### config.mk
export PLATFORM = sky130hd
export DESIGN_NAME = spi_fifo_status
export DESIGN_NICKNAME = d
export VERILOG_FILES = /design/src/rtl/spi_fifo_status_pkg.sv /design/src/rtl/spi_fifo_occ.sv /design/src/rtl/spi_sticky_bank.sv /design/src/rtl/spi_fifo_status.sv
export SDC_FILE = /design/constraint.sdc
export NUM_CORES = 1
export LEC_CHECK = 0
export ABC_AREA = 1
export CORE_ASPECT_RATIO = 0.6
export CORE_MARGIN = 2
export CORE_UTILIZATION = 40
export CTS_BUF_LIST = sky130_fd_sc_hd__clkbuf_8
export CTS_CLUSTER_SIZE = 14
export DETAILED_ROUTE_END_ITERATION = 16
export PLACE_DENSITY_LB_ADDON = 0.12
export SLEW_MARGIN = 5
export SYNTH_ARGS = -nofsm -noshare
export SYNTH_HDL_FRONTEND = slang
export SYNTH_SLANG_ARGS = --single-unit
export TNS_END_PERCENT = 5
### constraint.sdc
create_clock -name clk_i -period 5.9 [get_ports clk_i]
set_input_delay 1.18 -clock clk_i [delete_from_list [all_inputs] [get_ports clk_i]]
set_output_delay 1.18 -clock clk_i [all_outputs]
set_load 0.01 [all_outputs]
### src/rtl/spi_fifo_status_pkg.sv
package spi_fifo_status_pkg;
  localparam int FIFO_DEPTH = 32;

  // status_o bit positions
  localparam int B_TX_FULL  = 0;
  localparam int B_TX_EMPTY = 1;
  localparam int B_RX_FULL  = 2;
  localparam int B_RX_EMPTY = 3;
  localparam int B_BUSY     = 4;
  localparam int B_TX_OVF   = 8;
  localparam int B_TX_UNF   = 9;
  localparam int B_RX_OVF   = 10;
  localparam int B_RX_UNF   = 11;
  localparam int B_ERR      = 12;
  localparam int B_READY    = 13;

  // status2_o field offsets
  localparam int S2_TX_LSB = 0;
  localparam int S2_RX_LSB = 16;

  // sticky flag bank index
  localparam int F_TX_OVF = 0;
  localparam int F_TX_UNF = 1;
  localparam int F_RX_OVF = 2;
  localparam int F_RX_UNF = 3;
  localparam int F_READY  = 4;
  localparam int N_FLAGS  = 5;
  localparam int N_ERR    = 4;
endpackage

### src/rtl/spi_fifo_occ.sv
module spi_fifo_occ #(
  parameter int DEPTH = 32,
  parameter int CW    = $clog2(DEPTH + 1)
) (
  input  logic          clk_i,
  input  logic          rst_ni,
  input  logic          push_i,
  input  logic          pop_i,
  output logic [CW-1:0] count_o,
  output logic          full_o,
  output logic          empty_o,
  output logic          push_drop_o,
  output logic          pop_miss_o
);
  localparam logic [CW-1:0] DEPTH_C = CW'(DEPTH);

  logic push_ok, pop_ok;

  assign full_o      = (count_o == DEPTH_C);
  assign empty_o     = (count_o == '0);
  assign push_ok     = push_i && !full_o;
  assign pop_ok      = pop_i && !empty_o;
  assign push_drop_o = push_i && full_o;
  assign pop_miss_o  = pop_i && empty_o;

  always_ff @(posedge clk_i or negedge rst_ni) begin
    if (!rst_ni) count_o <= '0;
    else         count_o <= count_o + CW'(push_ok) - CW'(pop_ok);
  end

  p_bound_r2: assert property (@(posedge clk_i) disable iff (!rst_ni)
    count_o <= DEPTH_C);
  p_inc_r2: assert property (@(posedge clk_i) disable iff (!rst_ni)
    (push_i && !pop_i && !full_o) |=> count_o == $past(count_o) + 1'b1);
  p_dec_r5: assert property (@(posedge clk_i) disable iff (!rst_ni)
    (pop_i && !push_i && !empty_o) |=> count_o == $past(count_o) - 1'b1);
  p_drop_r3: assert property (@(posedge clk_i) disable iff (!rst_ni)
    (push_i && !pop_i && full_o) |=> $stable(count_o));
  p_miss_r7: assert property (@(posedge clk_i) disable iff (!rst_ni)
    (pop_i && !push_i && empty_o) |=> $stable(count_o));
  p_both_r14: assert property (@(posedge clk_i) disable iff (!rst_ni)
    (push_i && pop_i && !full_o && !empty_o) |=> $stable(count_o));
endmodule

### src/rtl/spi_sticky_bank.sv
module spi_sticky_bank #(
  parameter int N = 5
) (
  input  logic         clk_i,
  input  logic         rst_ni,
  input  logic [N-1:0] set_i,
  input  logic [N-1:0] clr_i,
  output logic [N-1:0] flag_o
);
  for (genvar g = 0; g < N; g++) begin : g_flag
    // set has priority over a simultaneous clear
    always_ff @(posedge clk_i or negedge rst_ni) begin
      if (!rst_ni)       flag_o[g] <= 1'b0;
      else if (set_i[g]) flag_o[g] <= 1'b1;
      else if (clr_i[g]) flag_o[g] <= 1'b0;
    end

    p_set_r9: assert property (@(posedge clk_i) disable iff (!rst_ni)
      set_i[g] |=> flag_o[g]);
    p_hold_r8: assert property (@(posedge clk_i) disable iff (!rst_ni)
      (flag_o[g] && !clr_i[g]) |=> flag_o[g]);
    p_clr_r8: assert property (@(posedge clk_i) disable iff (!rst_ni)
      (clr_i[g] && !set_i[g]) |=> !flag_o[g]);
    p_nospur_r8: assert property (@(posedge clk_i) disable iff (!rst_ni)
      (!flag_o[g] && !set_i[g]) |=> !flag_o[g]);
  end
endmodule

### src/rtl/spi_fifo_status.sv
module spi_fifo_status
  import spi_fifo_status_pkg::*;
#(
  parameter int DEPTH = FIFO_DEPTH
) (
  input  logic        clk_i,
  input  logic        rst_ni,
  input  logic        tx_wr_i,
  input  logic        tx_pop_i,
  input  logic        rx_push_i,
  input  logic        rx_rd_i,
  input  logic        busy_i,
  input  logic        done_i,
  input  logic        rdy_ie_i,
  input  logic        sts_wr_i,
  input  logic [31:0] sts_wdata_i,
  output logic [31:0] status_o,
  output logic [31:0] status2_o,
  output logic        irq_o
);
  localparam int CW = $clog2(DEPTH + 1);

  logic [CW-1:0] tx_cnt, rx_cnt, tx_free;
  logic tx_full, tx_empty, rx_full, rx_empty;
  logic tx_ovf_ev, tx_unf_ev, rx_ovf_ev, rx_unf_ev;
  logic [N_FLAGS-1:0] set_v, clr_v, flags;
  logic err_any;
  logic unused_wdata;

  spi_fifo_occ #(.DEPTH(DEPTH), .CW(CW)) u_tx (
    .clk_i, .rst_ni,
    .push_i(tx_wr_i), .pop_i(tx_pop_i),
    .count_o(tx_cnt), .full_o(tx_full), .empty_o(tx_empty),
    .push_drop_o(tx_ovf_ev), .pop_miss_o(tx_unf_ev)
  );

  spi_fifo_occ #(.DEPTH(DEPTH), .CW(CW)) u_rx (
    .clk_i, .rst_ni,
    .push_i(rx_push_i), .pop_i(rx_rd_i),
    .count_o(rx_cnt), .full_o(rx_full), .empty_o(rx_empty),
    .push_drop_o(rx_ovf_ev), .pop_miss_o(rx_unf_ev)
  );

  always_comb begin
    set_v           = '0;
    set_v[F_TX_OVF] = tx_ovf_ev;
    set_v[F_TX_UNF] = tx_unf_ev;
    set_v[F_RX_OVF] = rx_ovf_ev;
    set_v[F_RX_UNF] = rx_unf_ev;
    set_v[F_READY]  = done_i;
    clr_v           = '0;
    if (sts_wr_i) begin
      clr_v[F_TX_OVF] = sts_wdata_i[B_TX_OVF];
      clr_v[F_TX_UNF] = sts_wdata_i[B_TX_UNF];
      clr_v[F_RX_OVF] = sts_wdata_i[B_RX_OVF];
      clr_v[F_RX_UNF] = sts_wdata_i[B_RX_UNF];
      clr_v[F_READY]  = sts_wdata_i[B_READY];
    end
  end

  assign unused_wdata = ^sts_wdata_i;

  spi_sticky_bank #(.N(N_FLAGS)) u_flags (
    .clk_i, .rst_ni, .set_i(set_v), .clr_i(clr_v), .flag_o(flags)
  );

  assign err_any = |flags[N_ERR-1:0];
  assign tx_free = CW'(DEPTH) - tx_cnt;

  always_comb begin
    status_o             = '0;
    status_o[B_TX_FULL]  = tx_full;
    status_o[B_TX_EMPTY] = tx_empty;
    status_o[B_RX_FULL]  = rx_full;
    status_o[B_RX_EMPTY] = rx_empty;
    status_o[B_BUSY]     = busy_i;
    status_o[B_TX_OVF]   = flags[F_TX_OVF];
    status_o[B_TX_UNF]   = flags[F_TX_UNF];
    status_o[B_RX_OVF]   = flags[F_RX_OVF];
    status_o[B_RX_UNF]   = flags[F_RX_UNF];
    status_o[B_ERR]      = err_any;
    status_o[B_READY]    = flags[F_READY];
    status2_o = (32'(tx_free) << S2_TX_LSB) | (32'(rx_cnt) << S2_RX_LSB);
  end

  assign irq_o = (flags[F_READY] && rdy_ie_i) || err_any;

  p_err_irq_r12: assert property (@(posedge clk_i) disable iff (!rst_ni)
    status_o[B_ERR] |-> irq_o);
  p_ovf_r3: assert property (@(posedge clk_i) disable iff (!rst_ni)
    (tx_wr_i && tx_full) |=> status_o[B_TX_OVF] && status_o[B_ERR]);
  p_rxovf_r6: assert property (@(posedge clk_i) disable iff (!rst_ni)
    (rx_push_i && rx_full) |=> status_o[B_RX_OVF]);
  p_ready_r11: assert property (@(posedge clk_i) disable iff (!rst_ni)
    done_i |=> status_o[B_READY]);
  p_free_r2: assert property (@(posedge clk_i) disable iff (!rst_ni)
    status2_o[S2_TX_LSB +: CW] <= CW'(DEPTH));
endmodule

==> impl_metrics.toml, run 1 <==
[clock_network]
cts_hold_buf = 0
numClockSinks = 17
cts_htree_levels = 1
ctsLongestPathBuffers = 2
clock_latency_ns = 0.25
clk_pin_slew_ns = 0.07
postCtsSetupBuffers = 0
cts_tree = "done"
post_cts_resized = 0
cts_made_buffers = 3
cts_root_buf = "clkbuf_8"

[synth]
avgSynthCellArea_um2 = 8.16
yosysWarnings = 0
syn_area_mm2 = 0.00157
synth-seq-cells = 17
postSynthCellCount = 193
ys_seq_area_frac = 0.270
synth_cell_type_count = 18

[route]
num_vias = 1079
firstDrtPassIters = 4
wirelength_um = 2750
drt_iter0_drc = 42
drtAntennaViolNets = 0
drt-wirelength-per-cell_um = 10.1
drc = 0
vias_per_cell = 3.97

[power]
peakVddDrop_uv = 195
power_density_mw_per_mm2 = 529
leakagePower_uw = 0.00100

[floorplanning]
fp.dieH_um = 52.6
start_util = 0.423
dieWidth_um = 85.0
die-area_mm2 = 0.00447
core.rowCount = 17
io_pins = 107
fp.coreArea_mm2 = 0.00372

[worst_setup_path]
critPathCaptureType = "output pin"
cp-start-kind = "input port"
path_cells = "clkdlybuf4s50_1 > nand2_1 > nand3_1 > clkdlybuf4s50_1"
crit_fanout = 1
cpMostUsedCell = "clkdlybuf4s50_1"
reg2reg_depth = 12
crit_type = "in -> out"
slowest_stage = "clkdlybuf4s50_1"
cp.arrival_ns = 2.28
max_stage_delay_ns = 0.53
cp.required_ns = 4.72

[placed_design]
post-dp-hpwl_um = 2340
gp_congestion = 0.786
place_ws_ns = 2.43
place_area_mm2 = 0.00178
io_buffers = 36

[outcome]
outcome = "complete, no violations"

[global_route]
grt_max_degree = 18
grt_use_total = 0.129
antenna_found_initial = 0
grt_pass1_vias = 914
grt_pass1_wl_um = 4330
overflow = 0

[timing]
fmax_mhz = 289
clock_skew_ns = 0.000663
period_share = 0.587
rsz0062_at_grt = "false"
setup_viol = 0
hold_viol_final = 0
slew_headroom = 0.453
worst_slack_ns = 2.44
slew_viol_final = 0
finalCriticalPeriod_ns = 3.46
tns_ns = 0
worst_pin_slew_ns = 0.818

[flow_run]
cap_violations = 0

[finish]
area.growth.synth_to_final_pct = 16.2
filler_cell_count = 364
antenna-diode-count = 0
stdcell_area_mm2 = 0.00183
nNetsFinal = 291
drive_gt1_frac = 0.0222

[worst_hold_path]
min_path_cells = 2
hold_class = "reg -> reg"
[critical path: cells and delay by family]
kind                   cells  cell delay (ns)
buffers and inverters      2             0.98
AND/OR/NAND/NOR            2             0.12
[per-layer routing]
metal	GRT usage	vias to the layer above	share of wire
met1	0.192	473	0.53
met5	0	-	0
li1	-	563	-
met3	0.0409	0	0.070
met2	0.180	43	0.40
met4	0.0238	0	0
[Yosys cell counts (all sizes together)]
cell type   n  area [µm²]
buf        48         360
inv        31         116
nand2      31         116
ha         21         263
dfrtp      17         425
nor2       12        47.6
xor2        8        70.1
nand3       7        35.0
a21oi       4        20.0
o21ai       4        20.0
a22o        2        17.5
fa          2        40.0
xnor2       2        17.5
a21o        1        7.51
conb        1        3.75
nand3b      1        7.51
nand4       1        6.26
[stage by stage]
stage	utilization	hold slack [ns]	total power [µW]	std cells
finish	0.491	0.516	968	272
CTS	0.491	0.525	980	272
floorplan	-	0.529	678	233
global route	0.491	0.550	1080	272
global placement	0.479	0.505	875	268
detailed placement	0.479	0.508	886	268
[kinds of logic (layout without fill, tap and decap cells)]
family | count (synthesis) | in the layout | synth area share
other | 1 | 41 | 0.00238
AOI/OAI and AO/OA | 11 | 11 | 0.0413
xor gates and xnor gates | 10 | 10 | 0.0556
DFF | 17 | 17 | 0.270
adders and majority gates | 23 | 23 | 0.192
and+or+nand+nor | 52 | 52 | 0.135
buffers and inverters | 79 | 71 | 0.303
[flip-flops by register name, indices dropped and copies added, names as in the netlist]
name	count
u_rx.count_o	6
u_tx.count_o	6
u_flags.flag_o	5
[path summary, 6_finish.rpt]
path / startpoint / to / slack, ns
max: rdy_ie_i / irq_o / 2.44
min: u_flags.flag_o[3]$_DFFE_PN0P_ / u_flags.flag_o[3]$_DFFE_PN0P_ / 0.52
max reg2reg: u_tx.count_o[1]$_DFF_PN0_ / u_tx.count_o[4]$_DFF_PN0_ / 3.45
min reg2reg: u_flags.flag_o[3]$_DFFE_PN0P_ / u_flags.flag_o[3]$_DFFE_PN0P_ / 0.52
max in group asynchronous: rst_ni / u_flags.flag_o[2]$_DFFE_PN0P_ / 4.00
min in group asynchronous: rst_ni / u_tx.count_o[1]$_DFF_PN0_ / 1.40
[layout by cell type (no fill, tap or decap)]
master / count
conb_1: 41
clkdlybuf4s50_1: 36
inv_1: 31
nand2_1: 31
ha_1: 21
dfrtp_1: 17
nor2_1: 11
xor2_1: 8
nand3_1: 7
o21ai_0: 4
a21oi_1: 4
clkbuf_8: 3
xnor2_1: 2
a22o_1: 2
fa_1: 2
nor2_2: 1
nand4_1: 1
nand3b_1: 1
a21o_1: 1
clkinv_2: 1
[power by group]
part / internal (µW) / switching [µW]
Clock: 46.9 / 42.2
Sequential: 175 / 35.8
Combinational: 314 / 354
[final cells by class]
cell class / count / area, µm² / area share
inverters: 31 / 116 / 0.0636
flip-flops and latches: 17 / 425 / 0.233
multi-input cells: 137 / 822 / 0.449
clock inverters: 1 / 5.00 / 0.00274
repair buffers: 36 / 360 / 0.197
clock buffers: 3 / 41.3 / 0.0226
well taps: 47 / 58.8 / 0.0321
Note: power is estimated with default switching activity, not from simulation.
==> run 2, diff against run 1 <==
--- a/config.mk
+++ b/config.mk
@@ -8,7 +8,7 @@
 export ABC_AREA = 1
 export CORE_ASPECT_RATIO = 0.6
 export CORE_MARGIN = 2
-export CORE_UTILIZATION = 40
+export CORE_UTILIZATION = 33
 export CTS_BUF_LIST = sky130_fd_sc_hd__clkbuf_8
 export CTS_CLUSTER_SIZE = 14
 export DETAILED_ROUTE_END_ITERATION = 16
==> constraint.sdc (replaced) <==
create_clock -name clk_i -period 2.8 [get_ports clk_i]
set_input_delay 0.56 -clock clk_i [delete_from_list [all_inputs] [get_ports clk_i]]
set_output_delay 0.56 -clock clk_i [all_outputs]
set_load 0.01 [all_outputs]
==> run 2 against run 1 <==
Count of clock-buffer cells in the layout stayed put. Register-to-register slack got worse by 3.1 ns. Largest cell class unchanged. Combinational power grew 110%. Highest routed layer is now met4. Critical path depth up 2. Power increased by 110%. Final area increased by 1.5%.
==> impl_metrics.toml, run 2 (synthesis results as in run 1) <==
[worst_setup_path]
crit_type = "reg -> out"
cp.arrival_ns = 2.01
slowest_stage = "clkdlybuf4s50_1"
max_stage_delay_ns = 0.56
crit_fanout = 4
critPathCaptureType = "output pin"
cp.required_ns = 2.24
path_cells = "inv_1 > ha_1 > nand2_1 > buf_4 > xor2_1 > clkdlybuf4s50_1"
cp-start-kind = "register"

[route]
drc = 0
firstDrtPassIters = 4
drt-wirelength-per-cell_um = 9.73
wirelength_um = 2810
vias_per_cell = 3.71
drt_iter0_drc = 18
drtAntennaViolNets = 0
num_vias = 1071

[placed_design]
gp_congestion = 0.768
io_buffers = 36
post-dp-hpwl_um = 2410

[flow_run]
cap_violations = 0

[power]
power_density_mw_per_mm2 = 1100
leakagePower_uw = 0.00100
peakVddDrop_uv = 313

[floorplanning]
core.rowCount = 19
start_util = 0.343
fp.coreArea_mm2 = 0.00459
die-area_mm2 = 0.00536
io_pins = 107
fp.dieH_um = 57.5
dieWidth_um = 93.2

[finish]
area.growth.synth_to_final_pct = 18.0
nNetsFinal = 292
final_core_util = 0.405
final_common_cell = "conb_1"
reg_top3 = "u_rx.count_o x6, u_tx.count_o x6, u_flags.flag_o x5"
layout.cells.most_common_list = "conb_1, clkdlybuf4s50_1, inv_1, nand2_1, ha_1"
drive_gt1_frac = 0.0265
antenna-diode-count = 0

[clock_network]
numClockSinks = 17
cts_tree = "done"
cts_hold_buf = 0
clock_latency_ns = 0.26
cts_htree_levels = 1
cts_root_buf = "clkbuf_8"
ctsLongestPathBuffers = 2
cts_made_buffers = 3
clk_pin_slew_ns = 0.06
postCtsSetupBuffers = 0
post_cts_resized = 0

[timing]
tns_ns = 0
hold_viol_final = 0
worst_pin_slew_ns = 0.787
setup_viol = 0
finalCriticalPeriod_ns = 2.57
fmax_mhz = 389
rsz0062_at_grt = "false"
clock_skew_ns = 0.00533
period_share = 0.919
slew_viol_final = 0
slew_headroom = 0.474

[global_route]
overflow = 0
antenna_found_initial = 0
grt_max_degree = 18
grt_use_total = 0.115
grt_pass1_wl_um = 4620
grt_pass1_vias = 980

[outcome]
outcome = "complete, no violations"

[worst_hold_path]
hold_class = "reg -> reg"
## run 2: critical path: cells and delay by family (launching register included)
kind | cells | cell delay [ns]
buffers and inverters | 3 | 0.88
AND/OR/NAND/NOR | 1 | 0.10
adder cells (fa/ha/maj) | 1 | 0.22
flip-flops | 1 | 0.39
XOR/XNOR | 1 | 0.16
## run 2: worst paths after layout
kind / start / end / slack (ns) / depth (start not counted)
worst max-delay path: u_tx.count_o[1]$_DFF_PN0_ / status2_o[4] / 0.23 / 6
worst min-delay path: u_flags.flag_o[2]$_DFFE_PN0P_ / u_flags.flag_o[2]$_DFFE_PN0P_ / 0.50 / 2
worst max register to register: u_tx.count_o[1]$_DFF_PN0_ / u_tx.count_o[4]$_DFF_PN0_ / 0.38 / 12
worst min register to register: u_flags.flag_o[2]$_DFFE_PN0P_ / u_flags.flag_o[2]$_DFFE_PN0P_ / 0.50 / 2
max in group asynchronous: rst_ni / u_flags.flag_o[4]$_DFFE_PN0P_ / 1.55 / 1
min in group asynchronous: rst_ni / u_tx.count_o[2]$_DFF_PN0_ / 0.76 / 1
## run 2: layer usage
metal,vias up,global-route usage,wire length [µm]
li1,564,-,-
met1,453,0.163,1490
met2,48,0.149,984
met3,6,0.0462,260
met4,0,0.0609,72
met5,-,0,0
## run 2: power breakdown
part / leakage (µW) / total [µW] / switching [µW] / internal, µW
logic: 0.000773 / 1420 / 748 / 671
registers: 0.000206 / 443 / 74.8 / 368
clock network: 0.0000255 / 186 / 87.1 / 98.9
total: 0.00100 / 2050 / 910 / 1140
## run 2: through the flow
| step | instance area (µm²) | power (µW) | hold slack (ns) | setup slack [ns] | cells |
|---|---|---|---|---|---|
| after floorplan | 1720 | 1430 | 0.264 | 0.550 | 233 |
| after global placement | 1810 | 1880 | 0.500 | 0.292 | 285 |
| after detailed placement | 1810 | 1870 | 0.495 | 0.266 | 285 |
| after CTS | 1860 | 2080 | 0.512 | 0.219 | 289 |
| after global routing | 1860 | 2300 | 0.563 | 0.0803 | 289 |
| final | 1860 | 2050 | 0.504 | 0.227 | 289 |
## run 2: final cells by class
cell class / instances / area (µm²)
multi-input cells: 137 / 822
inverters: 31 / 116
clock inverters: 1 / 5.00
repair buffers: 37 / 368
clock buffers: 3 / 41.3
fillers: 477 / 2730
flip-flops and latches: 17 / 425
well taps: 63 / 78.8
==> run 3, diff against run 2 <==
--- a/config.mk
+++ b/config.mk
@@ -8,10 +8,11 @@
 export ABC_AREA = 1
 export CORE_ASPECT_RATIO = 0.6
 export CORE_MARGIN = 2
-export CORE_UTILIZATION = 33
+export CORE_UTILIZATION = 37
 export CTS_BUF_LIST = sky130_fd_sc_hd__clkbuf_8
 export CTS_CLUSTER_SIZE = 14
 export DETAILED_ROUTE_END_ITERATION = 16
+export MAX_ROUTING_LAYER = met4
 export PLACE_DENSITY_LB_ADDON = 0.12
 export SLEW_MARGIN = 5
 export SYNTH_ARGS = -nofsm -noshare
==> constraint.sdc (replaced) <==
create_clock -name clk_i -period 2.65 [get_ports clk_i]
set_input_delay 0.53 -clock clk_i [delete_from_list [all_inputs] [get_ports clk_i]]
set_output_delay 0.53 -clock clk_i [all_outputs]
set_load 0.01 [all_outputs]
==> run 3 against run 2 <==
Critical path depth unchanged. Wire length decreased by 1.9%. Worst setup slack got worse by 0.053 ns. Combinational power increased by 6%. Global-route usage increased by 0.85 points. Power increased by 5.4%. Utilization increased by 4.9 points. Via count increased by 2.1%. Critical path type unchanged. Critical endpoint is now status_o[0]. Largest power group unchanged. Highest routed layer unchanged.
==> impl_metrics.toml, run 3 (synthesis results as in run 1) <==
[worst_setup_path]
cp_num_cells = 6
crit_start = "u_tx.count_o[0]$_DFF_PN0_"
crit_fanout = 4
reg2reg_from = "u_rx.count_o[2]$_DFF_PN0_"
slowest_stage = "clkdlybuf4s50_1"
path_cells = "inv_1 > ha_1 > nand2_1 > buf_4 > nor2_1 > clkdlybuf4s50_1"
cp-start-kind = "register"
max_stage_delay_ns = 0.56
path_delay_family = "buffers and inverters"
critPathCaptureType = "output pin"
reg2reg_depth = 12
critPathBufInv = 3
crit_type = "reg -> out"
cp.arrival_ns = 1.95
cp.required_ns = 2.12

[finish]
final_common_cell = "conb_1"
stdcell_count = 287
regArea_um2 = 425
reg_top3 = "u_rx.count_o x6, u_tx.count_o x6, u_flags.flag_o x5"
filler_cell_count = 441
drive_gt1_frac = 0.0308
nNetsFinal = 293
area.growth.synth_to_final_pct = 18.1
layout.cells.most_common_list = "conb_1, clkdlybuf4s50_1, inv_1, nand2_1, ha_1"
antenna-diode-count = 0
multi_input_area_um2 = 822

[timing]
worst_slack_ns = 0.175
tns_ns = 0
hold_viol_final = 0
setup_viol = 0
slew_viol_final = 0
finalCriticalPeriod_ns = 2.48
clock_skew_ns = 0.00399
whs_ns = 0.513
fmax_mhz = 404
period_share = 0.934
rsz0062_at_grt = "false"

[power]
switching_share = 0.443
peakVddDrop_uv = 471
power_frac_comb = 0.695
power_density_mw_per_mm2 = 1160
p_clk_frac = 0.087
p_total_uw = 2160
p_sw_uw = 958
seqPwrFrac = 0.218
p_int_uw = 1200
leakagePower_uw = 0.00101

[global_route]
grt_use_total = 0.124
grt_max_degree = 18
overflow = 0
grt_pass1_vias = 941
grt_pass1_wl_um = 4270
antenna_found_initial = 0

[clock_network]
cts_made_buffers = 3
ctsLongestPathBuffers = 2
cts_htree_levels = 1
cts_root_buf = "clkbuf_8"
numClockSinks = 17
clk_pin_slew_ns = 0.06
postCtsSetupBuffers = 0
cts_tree = "done"
cts_hold_buf = 0
post_cts_resized = 0
clock_latency_ns = 0.25

[floorplanning]
fp.dieH_um = 54.5
core.rowCount = 18
start_util = 0.384
die-area_mm2 = 0.00481
dieWidth_um = 88.2
io_pins = 107
fp.coreArea_mm2 = 0.00410

[placed_design]
io_buffers = 36
place_ws_ns = 0.157
post-dp-hpwl_um = 2350
placed_cells = 283
gp_congestion = 0.856

[route]
drt_iter0_drc = 22
drtAntennaViolNets = 0
num_vias = 1093
firstDrtPassIters = 4
wirelength_um = 2760
vias_per_cell = 3.81
drt-wirelength-per-cell_um = 9.61
drc = 0

[outcome]
outcome = "complete, no violations"

[worst_hold_path]
min_path_cells = 1
hold_start = "u_flags.flag_o[4]$_DFFE_PN0P_"
hold_class = "reg -> reg"

[flow_run]
cap_violations = 0
run 3: cell count changes in the layout (fill, tap and decap cells not counted):
cell / change
buf_4: +1
clkinv_2: -1
inv_2: +1
run 3: through the flow:
| stage | utilization | instance area (µm²) |
|---|---|---|
| after floorplan | - | 1720 |
| after CTS | 0.454 | 1860 |
| after detailed placement | 0.443 | 1810 |
| after global routing | 0.454 | 1860 |
| final | 0.454 | 1860 |
| after global placement | 0.443 | 1810 |
run 3: cell type report:
cell class	instances	area share
flip-flops and latches	17	0.229
clock inverters	1	0.00202
repair buffers	38	0.202
inverters	31	0.0626
well taps	60	0.0404
clock buffers	3	0.0222
multi-input cells	137	0.442
run 3: metal layers:
layer	up-vias	part of all wire	GRT usage
met5	-	0	-
met1	470	0.53	0.173
met2	51	0.38	0.175
li1	570	-	-
met3	2	0.082	0.0317
met4	0	0.0098	0.0379
run 3: path summary, 6_finish.rpt:
kind | endpoint | slack [ns]
max | status_o[0] | 0.17
min | u_flags.flag_o[4]$_DFFE_PN0P_ | 0.51
max reg2reg | u_rx.count_o[4]$_DFF_PN0_ | 0.23
min reg2reg | u_flags.flag_o[4]$_DFFE_PN0P_ | 0.51
max in group asynchronous | u_flags.flag_o[3]$_DFFE_PN0P_ | 1.86
min in group asynchronous | u_tx.count_o[2]$_DFF_PN0_ | 0.60
run 3: power groups by stage:
stage               combinational, µW  sequential [µW]  clock, µW
finish                           1500              470        188
global route                     1730              486        210
CTS                              1520              471        199
detailed placement               1500              475          0
global placement                 1500              475          0
floorplan                        1020              488          0
